## config.mk

```make
export PLATFORM = sky130hd
export DESIGN_NAME = casc_fifo_slice
export DESIGN_NICKNAME = d
export VERILOG_FILES = /design/src/rtl/casc_fifo_pkg.sv /design/src/rtl/cf_token_ctl.sv /design/src/rtl/cf_ptr_ctl.sv /design/src/rtl/cf_ram.sv /design/src/rtl/casc_fifo_slice.sv
export SDC_FILE = /design/constraint.sdc
export NUM_CORES = 1
export LEC_CHECK = 0
export ABC_AREA = 1
export BUFFER_PORTS_ARGS = -buffer_cell sky130_fd_sc_hd__buf_2
export CAP_MARGIN = 10
export CORE_MARGIN = 10
export CORE_UTILIZATION = 25
export CTS_BUF_LIST = sky130_fd_sc_hd__clkbuf_16
export CTS_CLUSTER_DIAMETER = 80
export DETAILED_ROUTE_END_ITERATION = 10
export PLACE_DENSITY = 0.37
export SLEW_MARGIN = 25
export SYNTH_ARGS = -nofsm -noshare
export SYNTH_HDL_FRONTEND = slang
export SYNTH_SLANG_ARGS = --single-unit
```

## constraint.sdc

```tcl
create_clock -name clk -period 3.3 [get_ports clk]
set_input_delay 0.66 -clock clk [delete_from_list [all_inputs] [get_ports clk]]
set_output_delay 0.66 -clock clk [all_outputs]
set_load 0.01 [all_outputs]
```

## src/rtl/casc_fifo_pkg.sv

```systemverilog
package casc_fifo_pkg;
  // Direction carried alongside the expansion pulse.
  typedef enum logic {
    XDIR_WR = 1'b0,
    XDIR_RD = 1'b1
  } xdir_e;
endpackage

```

## src/rtl/cf_token_ctl.sv

```systemverilog
module cf_token_ctl
  import casc_fifo_pkg::*;
(
  input  logic clk,
  input  logic rst,
  input  logic first_load_n,
  input  logic xin_n,
  input  logic xin_dir,
  input  logic wr_last,
  input  logic rd_last,
  output logic solo_mode,
  output logic wr_own,
  output logic rd_own,
  output logic xout_n,
  output logic xout_dir
);
  logic wtok, rtok;
  logic w_grant, r_grant;

  // A token arriving this cycle is usable at once (no bubble at hand-over).
  assign w_grant = !solo_mode && !xin_n && (xin_dir == XDIR_WR);
  assign r_grant = !solo_mode && !xin_n && (xin_dir == XDIR_RD);
  assign wr_own  = wtok || w_grant;
  assign rd_own  = rtok || r_grant;

  always_ff @(posedge clk) begin
    if (rst) begin
      // Expansion input held low during reset selects single-device mode.
      solo_mode <= !xin_n;
      wtok      <= !first_load_n || !xin_n;
      rtok      <= !first_load_n || !xin_n;
      xout_n    <= 1'b1;
      xout_dir  <= XDIR_WR;
    end else begin
      xout_n <= 1'b1;
      if (!solo_mode) begin
        if (wr_last) begin
          wtok     <= 1'b0;
          xout_n   <= 1'b0;
          xout_dir <= XDIR_WR;
        end else if (w_grant) begin
          wtok <= 1'b1;
        end
        // A write-last and a read-last cannot coincide: equal pointers
        // mean the slice is either empty or full.
        if (rd_last) begin
          rtok     <= 1'b0;
          xout_n   <= 1'b0;
          xout_dir <= XDIR_RD;
        end else if (r_grant) begin
          rtok <= 1'b1;
        end
      end
    end
  end
endmodule

```

## src/rtl/cf_ptr_ctl.sv

```systemverilog
module cf_ptr_ctl #(
  parameter int DEPTH = 16,
  localparam int ADDR_W = (DEPTH > 1) ? $clog2(DEPTH) : 1,
  localparam int CNT_W  = $clog2(DEPTH + 1)
) (
  input  logic              clk,
  input  logic              rst,
  input  logic              wr_req,
  input  logic              rd_req,
  output logic              wr_go,
  output logic              rd_go,
  output logic [ADDR_W-1:0] wr_addr,
  output logic [ADDR_W-1:0] rd_addr,
  output logic              wr_last,
  output logic              rd_last,
  output logic              empty_n,
  output logic              full_n
);
  localparam logic [ADDR_W-1:0] LAST = ADDR_W'(DEPTH - 1);
  localparam logic [CNT_W-1:0]  CAP  = CNT_W'(DEPTH);

  logic [CNT_W-1:0] count, count_nxt;

  assign wr_go   = wr_req && full_n;
  assign rd_go   = rd_req && empty_n;
  assign wr_last = wr_go && (wr_addr == LAST);
  assign rd_last = rd_go && (rd_addr == LAST);

  always_comb begin
    count_nxt = count + CNT_W'(wr_go) - CNT_W'(rd_go);
  end

  always_ff @(posedge clk) begin
    if (rst) begin
      wr_addr <= '0;
      rd_addr <= '0;
      count   <= '0;
      empty_n <= 1'b0;
      full_n  <= 1'b1;
    end else begin
      if (wr_go) wr_addr <= (wr_addr == LAST) ? '0 : wr_addr + 1'b1;
      if (rd_go) rd_addr <= (rd_addr == LAST) ? '0 : rd_addr + 1'b1;
      count   <= count_nxt;
      empty_n <= (count_nxt != '0);
      full_n  <= (count_nxt != CAP);
    end
  end
endmodule

```

## src/rtl/cf_ram.sv

```systemverilog
module cf_ram #(
  parameter int DATA_W = 9,
  parameter int DEPTH  = 16,
  localparam int ADDR_W = (DEPTH > 1) ? $clog2(DEPTH) : 1
) (
  input  logic              clk,
  input  logic              rst,
  input  logic              we,
  input  logic [ADDR_W-1:0] waddr,
  input  logic [DATA_W-1:0] wdata,
  input  logic              re,
  input  logic [ADDR_W-1:0] raddr,
  output logic [DATA_W-1:0] rdata,
  output logic              rvalid
);
  logic [DATA_W-1:0] mem [DEPTH];

  // Simple dual-port array with a registered read port.
  always_ff @(posedge clk) begin
    if (we) mem[waddr] <= wdata;
  end

  always_ff @(posedge clk) begin
    if (re) rdata <= mem[raddr];
  end

  always_ff @(posedge clk) begin
    if (rst) rvalid <= 1'b0;
    else     rvalid <= re;
  end
endmodule

```

## src/rtl/casc_fifo_slice.sv

```systemverilog
module casc_fifo_slice #(
  parameter int DATA_W = 9,
  parameter int DEPTH  = 16
) (
  input  logic              clk,
  input  logic              rst,
  input  logic              first_load_n,
  input  logic              xin_n,
  input  logic              xin_dir,
  input  logic              wr_en,
  input  logic [DATA_W-1:0] wr_data,
  input  logic              rd_en,
  output logic [DATA_W-1:0] rd_data,
  output logic              rd_valid,
  output logic              empty_n,
  output logic              full_n,
  output logic              xout_n,
  output logic              xout_dir
);
  localparam int ADDR_W = (DEPTH > 1) ? $clog2(DEPTH) : 1;

  logic              solo_mode;
  logic              wr_own, rd_own;
  logic              wr_go, rd_go;
  logic              wr_last, rd_last;
  logic [ADDR_W-1:0] wr_addr, rd_addr;

  cf_token_ctl u_tok (
    .clk         (clk),
    .rst         (rst),
    .first_load_n(first_load_n),
    .xin_n       (xin_n),
    .xin_dir     (xin_dir),
    .wr_last     (wr_last),
    .rd_last     (rd_last),
    .solo_mode   (solo_mode),
    .wr_own      (wr_own),
    .rd_own      (rd_own),
    .xout_n      (xout_n),
    .xout_dir    (xout_dir)
  );

  cf_ptr_ctl #(.DEPTH(DEPTH)) u_ptr (
    .clk    (clk),
    .rst    (rst),
    .wr_req (wr_en && wr_own),
    .rd_req (rd_en && rd_own),
    .wr_go  (wr_go),
    .rd_go  (rd_go),
    .wr_addr(wr_addr),
    .rd_addr(rd_addr),
    .wr_last(wr_last),
    .rd_last(rd_last),
    .empty_n(empty_n),
    .full_n (full_n)
  );

  cf_ram #(.DATA_W(DATA_W), .DEPTH(DEPTH)) u_ram (
    .clk   (clk),
    .rst   (rst),
    .we    (wr_go),
    .waddr (wr_addr),
    .wdata (wr_data),
    .re    (rd_go),
    .raddr (rd_addr),
    .rdata (rd_data),
    .rvalid(rd_valid)
  );
endmodule

```

After elaboration in Yosys (flattened, before gate mapping)
Memories as Yosys holds them, arrays and structs flattened. A register that Yosys moved wholly into a read port is not among the register bits.
Index checks and enable logic that the tools add are counted.
{"block": "totals", "register_bits": 21, "latch_bits": 0, "ramBits": 144, "romBits": 0, "wordCells": 61, "memories": 1}
{"memory": "u_ram.mem", "depth": 16, "word_bits": 9, "rd": 1, "rd_ports_with_merged_regs": 1, "wr": 1, "line": "cf_ram.sv:16", "text": "logic [DATA_W-1:0] mem [DEPTH];"}
{"block": "op_classes", "n_addsub": 4, "n_mul": 0, "n_div": 0, "magnitude_cmp": 0, "eq_ne": 4, "n_shift": 0, "mux": 16, "bitwise_logic": 2, "reduce_logical": 23}
{"cell": "2-to-1 mux 1 bit", "count": 14}
{"cell": "logical AND 1 bit", "count": 9}
{"cell": "adder 4 x 1 -> 4 bit (second input constant)", "count": 2}
{"cell": "equality test 4 bit (second input constant)", "count": 2}
{"cell": "2-to-1 mux 4 bit", "count": 2}
{"cell": "AND reduction 2 bit", "count": 3}
{"cell": "nonzero test 3 bit", "count": 2}
{"cell": "adder 5 x 1 -> 5 bit", "count": 1}
{"cell": "!= test 5 bit (second input constant)", "count": 1}
{"cell": "nonzero test 5 bit", "count": 1}
{"cell": "subtractor 5 x 1 -> 5 bit", "count": 1}
{"cell": "zero test 1 bit", "count": 3}
{"cell": "logical OR 1 bit", "count": 3}
{"cell": "!= test 2 bit (second input constant)", "count": 1}
{"cell": "NOT 1 bit", "count": 2}
{"cell": "nonzero test 2 bit", "count": 1}
{"cell": "OR reduction 2 bit", "count": 1}

Longest topological paths before layout
Gate-level depths: netlist (run 1).
{"block": "logic_depth", "word_depth": 10, "ltp_mapped": 15, "depth_no_buf": 15}

Cells and area by module
From an unflattened synthesis (run 1), not the netlist that was laid out.
{"block": "hier_totals", "cells_unflattened": 768, "area_unflattened_um2": 7704.9}
{"mod": "cf_ram", "n_inst": 1, "cells_each": 618, "area_per_inst_um2": 6617.6, "seq_area_each_um2": 4614.4}
{"mod": "cf_ptr_ctl", "n_inst": 1, "cells_each": 117, "area_per_inst_um2": 842.1, "seq_area_each_um2": 300.3}
{"mod": "cf_token_ctl", "n_inst": 1, "cells_each": 29, "area_per_inst_um2": 230.2, "seq_area_each_um2": 130.1}
{"mod": "casc_fifo_slice", "n_inst": 1, "cells_each": 4, "area_per_inst_um2": 15.0, "seq_area_each_um2": 0.0}

Least setup slack after synthesis (run 1)
Ideal clock, no wire load.
{"block": "synth_timing", "path_type": "input to register", "from": "in xin_n", "to": "reg u_ptr.full_n", "setup_ns": 0.118, "arrival_time_ns": 2.674, "required_time_ns": 3.182, "path_slack_ns": 0.508, "path_stages": 13, "cell_sequence": "nor2_2 nand2_1 a21oi_4 ha_1 inv_1 ha_1 inv_1 fa_1 nand3b_1 nand3_1 nand2_1 nor2_1 nand2b_1"}
{"block": "synth_via", "word_cells_on_any_way": 13, "classes_between": "add/sub: 2; eq/ne: 1; reduce/logical: 10"}
{"item": "start, declared", "line": "casc_fifo_slice.sv:8", "text": "input logic xin_n,"}
{"item": "zero test 1 bit", "line": "cf_token_ctl.sv:22", "text": "assign r_grant = !solo_mode && !xin_n && (xin_dir == XDIR_RD);"}
{"item": "logical AND 1 bit (2 in series)", "line": "cf_token_ctl.sv:22"}
{"item": "logical OR 1 bit", "line": "cf_token_ctl.sv:24", "text": "assign rd_own = rtok || r_grant;"}
{"item": "logical AND 1 bit", "line": "casc_fifo_slice.sv:47", "text": ".rd_req (rd_en && rd_own),"}
{"item": "logical AND 1 bit", "line": "cf_ptr_ctl.sv:25", "text": "assign rd_go = rd_req && empty_n;"}
{"item": "net rd_go", "line": "casc_fifo_slice.sv:24", "text": "logic wr_go, rd_go;"}
{"item": "subtractor 5 x 1 -> 5 bit", "line": "cf_ptr_ctl.sv:30", "text": "count_nxt = count + CNT_W'(wr_go) - CNT_W'(rd_go);"}
{"item": "!= test 5 bit", "line": "cf_ptr_ctl.sv:45", "text": "full_n <= (count_nxt != CAP);"}
{"item": "end signal, assigned", "line": "cf_ptr_ctl.sv:45"}
{"item": "end, declared", "line": "cf_ptr_ctl.sv:17", "text": "output logic full_n"}
The timed path passes the listed nets, and every way through them passes these cells.
A chain may end at the register's enable or synchronous reset.

Final worst setup path (run 1)
{"block": "layout_timing", "from": "reg u_tok.solo_mode", "to": "reg u_ptr.full_n"}
{"block": "layout_via", "elab_chain_len": 9, "word_cells_on_any_way": 13, "classes_between": "add/sub: 2; eq/ne: 1; reduce/logical: 10"}
{"item": "start, declared", "line": "cf_token_ctl.sv:11", "text": "output logic solo_mode,"}
{"item": "start signal, assigned", "line": "cf_token_ctl.sv:29", "text": "solo_mode <= !xin_n;"}
{"item": "zero test 1 bit *", "line": "cf_token_ctl.sv:21, cf_token_ctl.sv:22"}
{"item": "logical AND 1 bit *", "line": "cf_token_ctl.sv:21, cf_token_ctl.sv:22"}
{"item": "logical AND 1 bit", "line": "cf_token_ctl.sv:21", "text": "assign w_grant = !solo_mode && !xin_n && (xin_dir == XDIR_WR);"}
{"item": "logical OR 1 bit", "line": "cf_token_ctl.sv:23", "text": "assign wr_own = wtok || w_grant;"}
{"item": "logical AND 1 bit", "line": "casc_fifo_slice.sv:46", "text": ".wr_req (wr_en && wr_own),"}
{"item": "logical AND 1 bit", "line": "cf_ptr_ctl.sv:24", "text": "assign wr_go = wr_req && full_n;"}
{"item": "adder 5 x 1 -> 5 bit", "line": "cf_ptr_ctl.sv:30"}
{"item": "subtractor 5 x 1 -> 5 bit *", "line": "cf_ptr_ctl.sv:30"}
{"item": "!= test 5 bit *", "line": "cf_ptr_ctl.sv:45"}
Mark *: on every way between the ends. The rest lies on a longest branch, timed or not.

==> metrics, run 1 <==
CTS buffer count=17; Syn Inst Count=658; maxcap violations=0; CTS Hold Bufs=0; Startpoint Class=flop; Final Hold Vio Count=0; IO buf count=29; DRT Pass-1 Iters=4; outcome=finished, final reports clean; synth top area cells=edfxtp_1 65%, nor2_1 8.9%, o21ai_0 5.0%, dfxtp_1 5.0%, nand2_1 5.0%; syn_nets=685; TritonCTS clock tree=done; first-pass GRT wire length=28,500 um; Routed wire per std cell=17.1 um; Post-synth EDFFs=156; normalized max-slew margin=0.416; ant diodes=0; VDD IR-drop max=0.311 mV; Die Y=190 um; largest area contributor in the netlist=edfxtp_1; stages on the worst setup path=14; synthesized area per cell=11.0 um^2; FMAX=388 MHz; top cell type's share of synthesized area=0.647; Final min period=2.57 ns; hold_ws=0.470 ns; CP Max Fanout=6; H-tree depth=4; Routed Antenna Nets=0; most numerous cell on the critical path=nand2_1; placed inst area=7840 um^2; die width=190 um; Die ar.=36,200 um^2; most common library cells after synthesis=171 x nor2_1, 156 x edfxtp_1, 96 x nand2_1; sequential fraction of the synthesis area=0.696; clock skew=0.0103 ns; actual slew at the worst max-slew pin=0.876 ns; Leak=0.00307 uW; Setup crit end kind=flop; reg2reg end=u_ptr.full_n; gpl congestion=0.759; crit path from=u_tok.solo_mode; pwr dens=655 nW/um^2; row cnt=62; Crit path required time=3.63 ns; Setup-failing EPs final=0; Clock Sinks=174; vias in the first global route=4,659; setup TNS=0 ns; RSZ-0062 raised after global routing=false; worst min-delay path class=flop to flop; final WL=18,700 um; DR vias/cell=4.33; Crit Path Category=flop to flop; Vias=4,719; Final Max Slew Viols=0; FF-to-FF Start=u_tok.solo_mode; R2R Setup Slk=0.73 ns; count leader, synth=nor2_1; # resized after CTS=0; Iter 0 DRT Violations=278; CTS Buffer Depth=2; #FFs+latches synth=174; share of layout cells above drive strength 1=0.120; Clock transition at path regs=0.07 ns; reg2reg path depth=14; final worst path period share=0.780; Worst EP arrival=2.90 ns; Initial Util=0.253; CP max-delay cell=edfxtp_1; worst skew pair latency=0.43 ns; fin nets=722; fin area=8440 um^2; DRC Markers=0; largest net degree at the start of global routing=75; Distinct cells, synth=25; Total GRT Usage=0.105; postcts setup bufs=0; CP delay by family, top=simple AND/OR/NAND/NOR gates; antenna violations before repair=0; crit-path cells=nor2_2 -> nand2_1 -> nand2_1 -> nand2_1 -> ha_1 -> inv_1 -> ha_1 -> inv_1 -> fa_1 -> nand3b_1 -> nand3_1 -> nand2_1 -> nor2_1 -> nand2b_1; global route overflow=0; Syn. warnings=0; synth-to-layout area growth=16.4%; Clock Root Buffer=clkbuf_16; CP peak stage delay=0.41 ns; ys async rst share=0; # IOs=30; core area=28,600 um^2; Top FF cell, synth=edfxtp_1; Buf/Inv on CP=2; CP Capture Point=u_ptr.full_n; synthesized cell area=7250 um^2; Final HPWL DP=11,700 um
-- cell type report --
| class | instances | area (um^2) |
|---|---|---|
| clock buffers | 17 | 425 |
| clock inverters | 14 | 171 |
| fillers | 2943 | 20200 |
| inverters | 39 | 146 |
| multi-input cells | 417 | 1890 |
| flip-flops and latches | 174 | 5050 |
| well taps | 384 | 480 |
| repair buffers | 46 | 273 |
-- logic make-up after synthesis --
kind of cell	count (synthesis)	synth area share
AOI/OAI and AO/OA	93	0.0673
xor gates and xnor gates	2	0.00242
and+or+nand+nor	311	0.171
buffers and inverters	67	0.0425
DFF	174	0.696
adders and majority gates	11	0.0200
-- power by group --
group / internal (uW) / total [uW] / switching (uW)
combinational: 296 / 920 / 624
sequential: 2520 / 2560 / 41.9
clock: 1140 / 2040 / 904
total: 3950 / 5520 / 1570
-- sequential cells by signal, indices dropped and copies added (netlist names) --
register / flops
u_tok.xout_dir: 1
u_ptr.full_n: 1
u_tok.solo_mode: 1
u_tok.xout_n: 1
u_ptr.wr_addr: 4
u_ptr.count: 5
u_ptr.empty_n: 1
u_ram.rdata: 9
u_tok.rtok: 1
u_ram.rvalid: 1
u_tok.wtok: 1
u_ram.mem: 144
u_ptr.rd_addr: 4
-- cells in the final DEF (no fill, tap or decap), drive strengths merged, types with 2 or more instances in the layout --
| cell | netlist | layout |
|---|---|---|
| nor2 | 173 | 173 |
| edfxtp | 156 | 156 |
| nand2 | 96 | 96 |
| o21ai | 76 | 76 |
| buf | 16 | 46 |
| inv | 38 | 45 |
| nand3 | 35 | 35 |
| dfxtp | 18 | 18 |
| clkbuf | 12 | 17 |
| a21oi | 17 | 17 |
| ha | 10 | 10 |
| clkinvlp | 0 | 3 |
| nor3 | 3 | 3 |
| clkinv | 1 | 3 |
| xor2 | 2 | 2 |
| nand4 | 2 | 2 |
| bufinv | 0 | 2 |
-- worst reg2reg max path, stage by stage (launching register included) --
cell      delay [ns]
edfxtp_1        0.41
nor2_2          0.16
nand2_1         0.12
nand2_1         0.10
nand2_1         0.14
ha_1            0.30
inv_1           0.06
ha_1            0.15
inv_1           0.05
fa_1            0.41
nand3b_1        0.20
nand3_1         0.10
nand2_1         0.05
nor2_1          0.16
nand2b_1        0.07
-- metrics by stage --
stage	total power (uW)	utilization	cells	worst slack (ns)
final	5520	0.295	1091	0.726
after global routing	5810	0.295	1091	0.433
after CTS	5600	0.295	1091	0.696
after detailed placement	3550	0.274	1060	0.321
after global placement	3550	0.274	1060	0.368
after floorplan	3270	-	658	0.508
-- layer usage --
layer,global-route usage,wire (um)
met1,0.136,8910
met2,0.172,8970
met3,0.0219,608
met4,0.0309,211
met5,0,0
-- how the worst min path moves through the flow --
stage,from,to,slack [ns],cells after the start
after floorplan,u_ptr.wr_addr[0],u_ptr.wr_addr[0],0.47,2
final,u_tok.xout_dir,u_tok.xout_dir,0.47,2
after global placement,u_tok.xout_dir,u_tok.xout_dir,0.46,2
after detailed placement,u_tok.xout_dir,u_tok.xout_dir,0.45,2
after global routing,xin_n,u_tok.solo_mode,0.50,2
after CTS,u_tok.xout_dir,u_tok.xout_dir,0.47,2
Note: power is estimated with default switching activity, not from simulation.
==> inputs of run 2 (changes only) <==
--- a/config.mk
+++ b/config.mk
@@ -13,7 +13,7 @@
 export CTS_BUF_LIST = sky130_fd_sc_hd__clkbuf_16
 export CTS_CLUSTER_DIAMETER = 80
 export DETAILED_ROUTE_END_ITERATION = 10
-export PLACE_DENSITY = 0.37
+export PLACE_DENSITY = 0.38
 export SLEW_MARGIN = 25
 export SYNTH_ARGS = -nofsm -noshare
 export SYNTH_HDL_FRONTEND = slang
==> constraint.sdc (replaced) <==
create_clock -name clk -period 2.2 [get_ports clk]
set_input_delay 0.44 -clock clk [delete_from_list [all_inputs] [get_ports clk]]
set_output_delay 0.44 -clock clk [all_outputs]
set_load 0.01 [all_outputs]
==> run 2 against run 1 <==
  * The run now ends with negative setup slack left
  * Power increased by 51%
  * First-iteration DRC count is 18% higher
  * Via count increased by 0.89%
  * Die area did not move
  * Setup slack got worse by 0.86 ns
==> metrics, run 2 (synthesis gave the netlist of run 1 again) <==
outcome=finished, violations left; failing checks=negative setup slack; CP max-delay cell=edfxtp_1; Die Y=190 um; CP peak stage delay=0.44 ns; fin worst setup slack=-0.136 ns; Leak=0.00320 uW; antenna violations before repair=0; Buf/Inv on CP=2; ant diodes=0; fin nets=745; CTS Hold Bufs=0; Final Max Slew Viols=0; reg2reg end=u_ptr.full_n; final WL=18,400 um; Final min period=2.34 ns; DR vias/cell=4.27; # IOs=30; hold depth=2; VDD IR-drop max=0.481 mV; CP delay by family, top=simple AND/OR/NAND/NOR gates; R2R Setup Slk=-0.14 ns; clock skew=0.00861 ns; pwr dens=955 nW/um^2; Crit path required time=2.52 ns; fin area=8730 um^2; FF-to-FF Start=u_tok.solo_mode; most common cell after layout, fill and taps aside=nor2_1; Total GRT Usage=0.105; IO buf count=29; CTS buffer count=17; Clock Sinks=174; largest net degree at the start of global routing=53; CTS Buffer Depth=2; stages on the worst setup path=13; core area=28,600 um^2; normalized max-slew margin=0.467; Crit Path Category=flop to flop; Worst EP arrival=2.65 ns; Final Hold Vio Count=0; row cnt=62; Final HPWL DP=12,100 um; DRC Markers=0; maxcap violations=0; hold_ws=0.292 ns; hold path start=xin_n; Die ar.=36,200 um^2; DRT Pass-1 Iters=5; global route overflow=0; first-pass GRT wire length=28,600 um; fin util=0.305; reg2reg path depth=13; actual slew at the worst max-slew pin=0.796 ns; commonest cells after routing, fill and taps aside=169 x nor2_1, 156 x edfxtp_1, 92 x nand2_1; Clock transition at path regs=0.07 ns; Routed Antenna Nets=0; die width=190 um; Setup-failing EPs final=3; H-tree depth=4; synth-to-layout area growth=20.4%; Initial Util=0.253; final worst path period share=1.06; total power=8330 uW; Clock Root Buffer=clkbuf_16; crit-path cells=nor2_4 -> nand2_2 -> a21oi_4 -> ha_4 -> inv_4 -> ha_4 -> inv_2 -> fa_2 -> nand3b_1 -> nand3_1 -> nand2_1 -> nor2_2 -> nand2b_1; RSZ-0062 raised after global routing=true; FMAX=428 MHz; share of layout cells above drive strength 1=0.161; gpl congestion=0.754; most numerous cell on the critical path=ha_4; placed inst area=8090 um^2; Worst Hold End=u_tok.solo_mode; top flop regs=u_ram.mem x144, u_ram.rdata x9, u_ptr.count x5; Startpoint Class=flop; TritonCTS clock tree=done; setup TNS=-0.278 ns; Iter 0 DRT Violations=327; CP Max Fanout=3; most flop-heavy register=u_ram.mem; worst min-delay path class=input port to flop; Routed wire per std cell=16.5 um; Setup crit end kind=flop; fillers=2,893; vias in the first global route=4,814; Vias=4,761; worst skew pair latency=0.42 ns; max FFs per register=144
-- run 2: changes by cell type in the layout (fill, tap and decap cells not counted), sizes merged --
cell / change
buf: +23
clkinvlp: +2
clkinv: +2
inv: -3
-- run 2: power by group --
part           internal, uW  switching [uW]  leakage, uW
Clock                  1670            1250     0.000272
Combinational           583             979      0.00137
Sequential             3780            71.8      0.00156
Total                  6030            2300      0.00320
-- run 2: layout make-up --
class	count	area [um^2]	share of cell area
clock buffer	17	425	0.0487
clock inverter	15	149	0.0171
inverter	39	149	0.0171
multi-input combinational	417	1940	0.223
sequential	174	5050	0.578
tap	384	480	0.0551
timing repair buffer	69	533	0.0611
-- run 2: worst reg2reg max path: stages (launching register included) --
cell and delay (ns):
edfxtp_1 0.44, nor2_4 0.17, nand2_2 0.10, a21oi_4 0.19
ha_4 0.22, inv_4 0.05, ha_4 0.12, inv_2 0.03
fa_2 0.34, nand3b_1 0.21, nand3_1 0.10, nand2_1 0.06
nor2_2 0.12, nand2b_1 0.07
-- run 2: through the flow --
stage	setup slack, ns	instances
2_1_floorplan	-0.284	658
3_3_place_gp	-0.276	1079
3_5_place_dp	-0.341	1079
4_1_cts	-0.158	1114
5_1_grt	-0.257	1115
6_report	-0.136	1115
-- run 2: worst max path at each step --
stage | startpoint | to | slack [ns]
after global routing | u_tok.solo_mode | u_ptr.full_n | -0.26
final | u_tok.solo_mode | u_ptr.full_n | -0.14
after floorplan | u_tok.solo_mode | u_ptr.full_n | -0.28
after CTS | u_tok.solo_mode | u_ptr.full_n | -0.16
after detailed placement | xin_n | u_ptr.full_n | -0.34
after global placement | xin_n | u_ptr.full_n | -0.28
-- run 2: layer usage --
layer  vias to the layer above  wire, um  GRT usage
met2                        98      8670      0.170
met5                         -         0          0
li1                       2355         -          -
met3                        22       681     0.0205
met4                         0       361     0.0397
met1                      2286      8720      0.137
-- run 2: repair_timing --
action	in CTS	in global routing
setup buffers	3	1
setup endpoints to repair	4	4
resized for setup	6	2
pin swaps	11	6
endpoints found under the hold margin	0	0
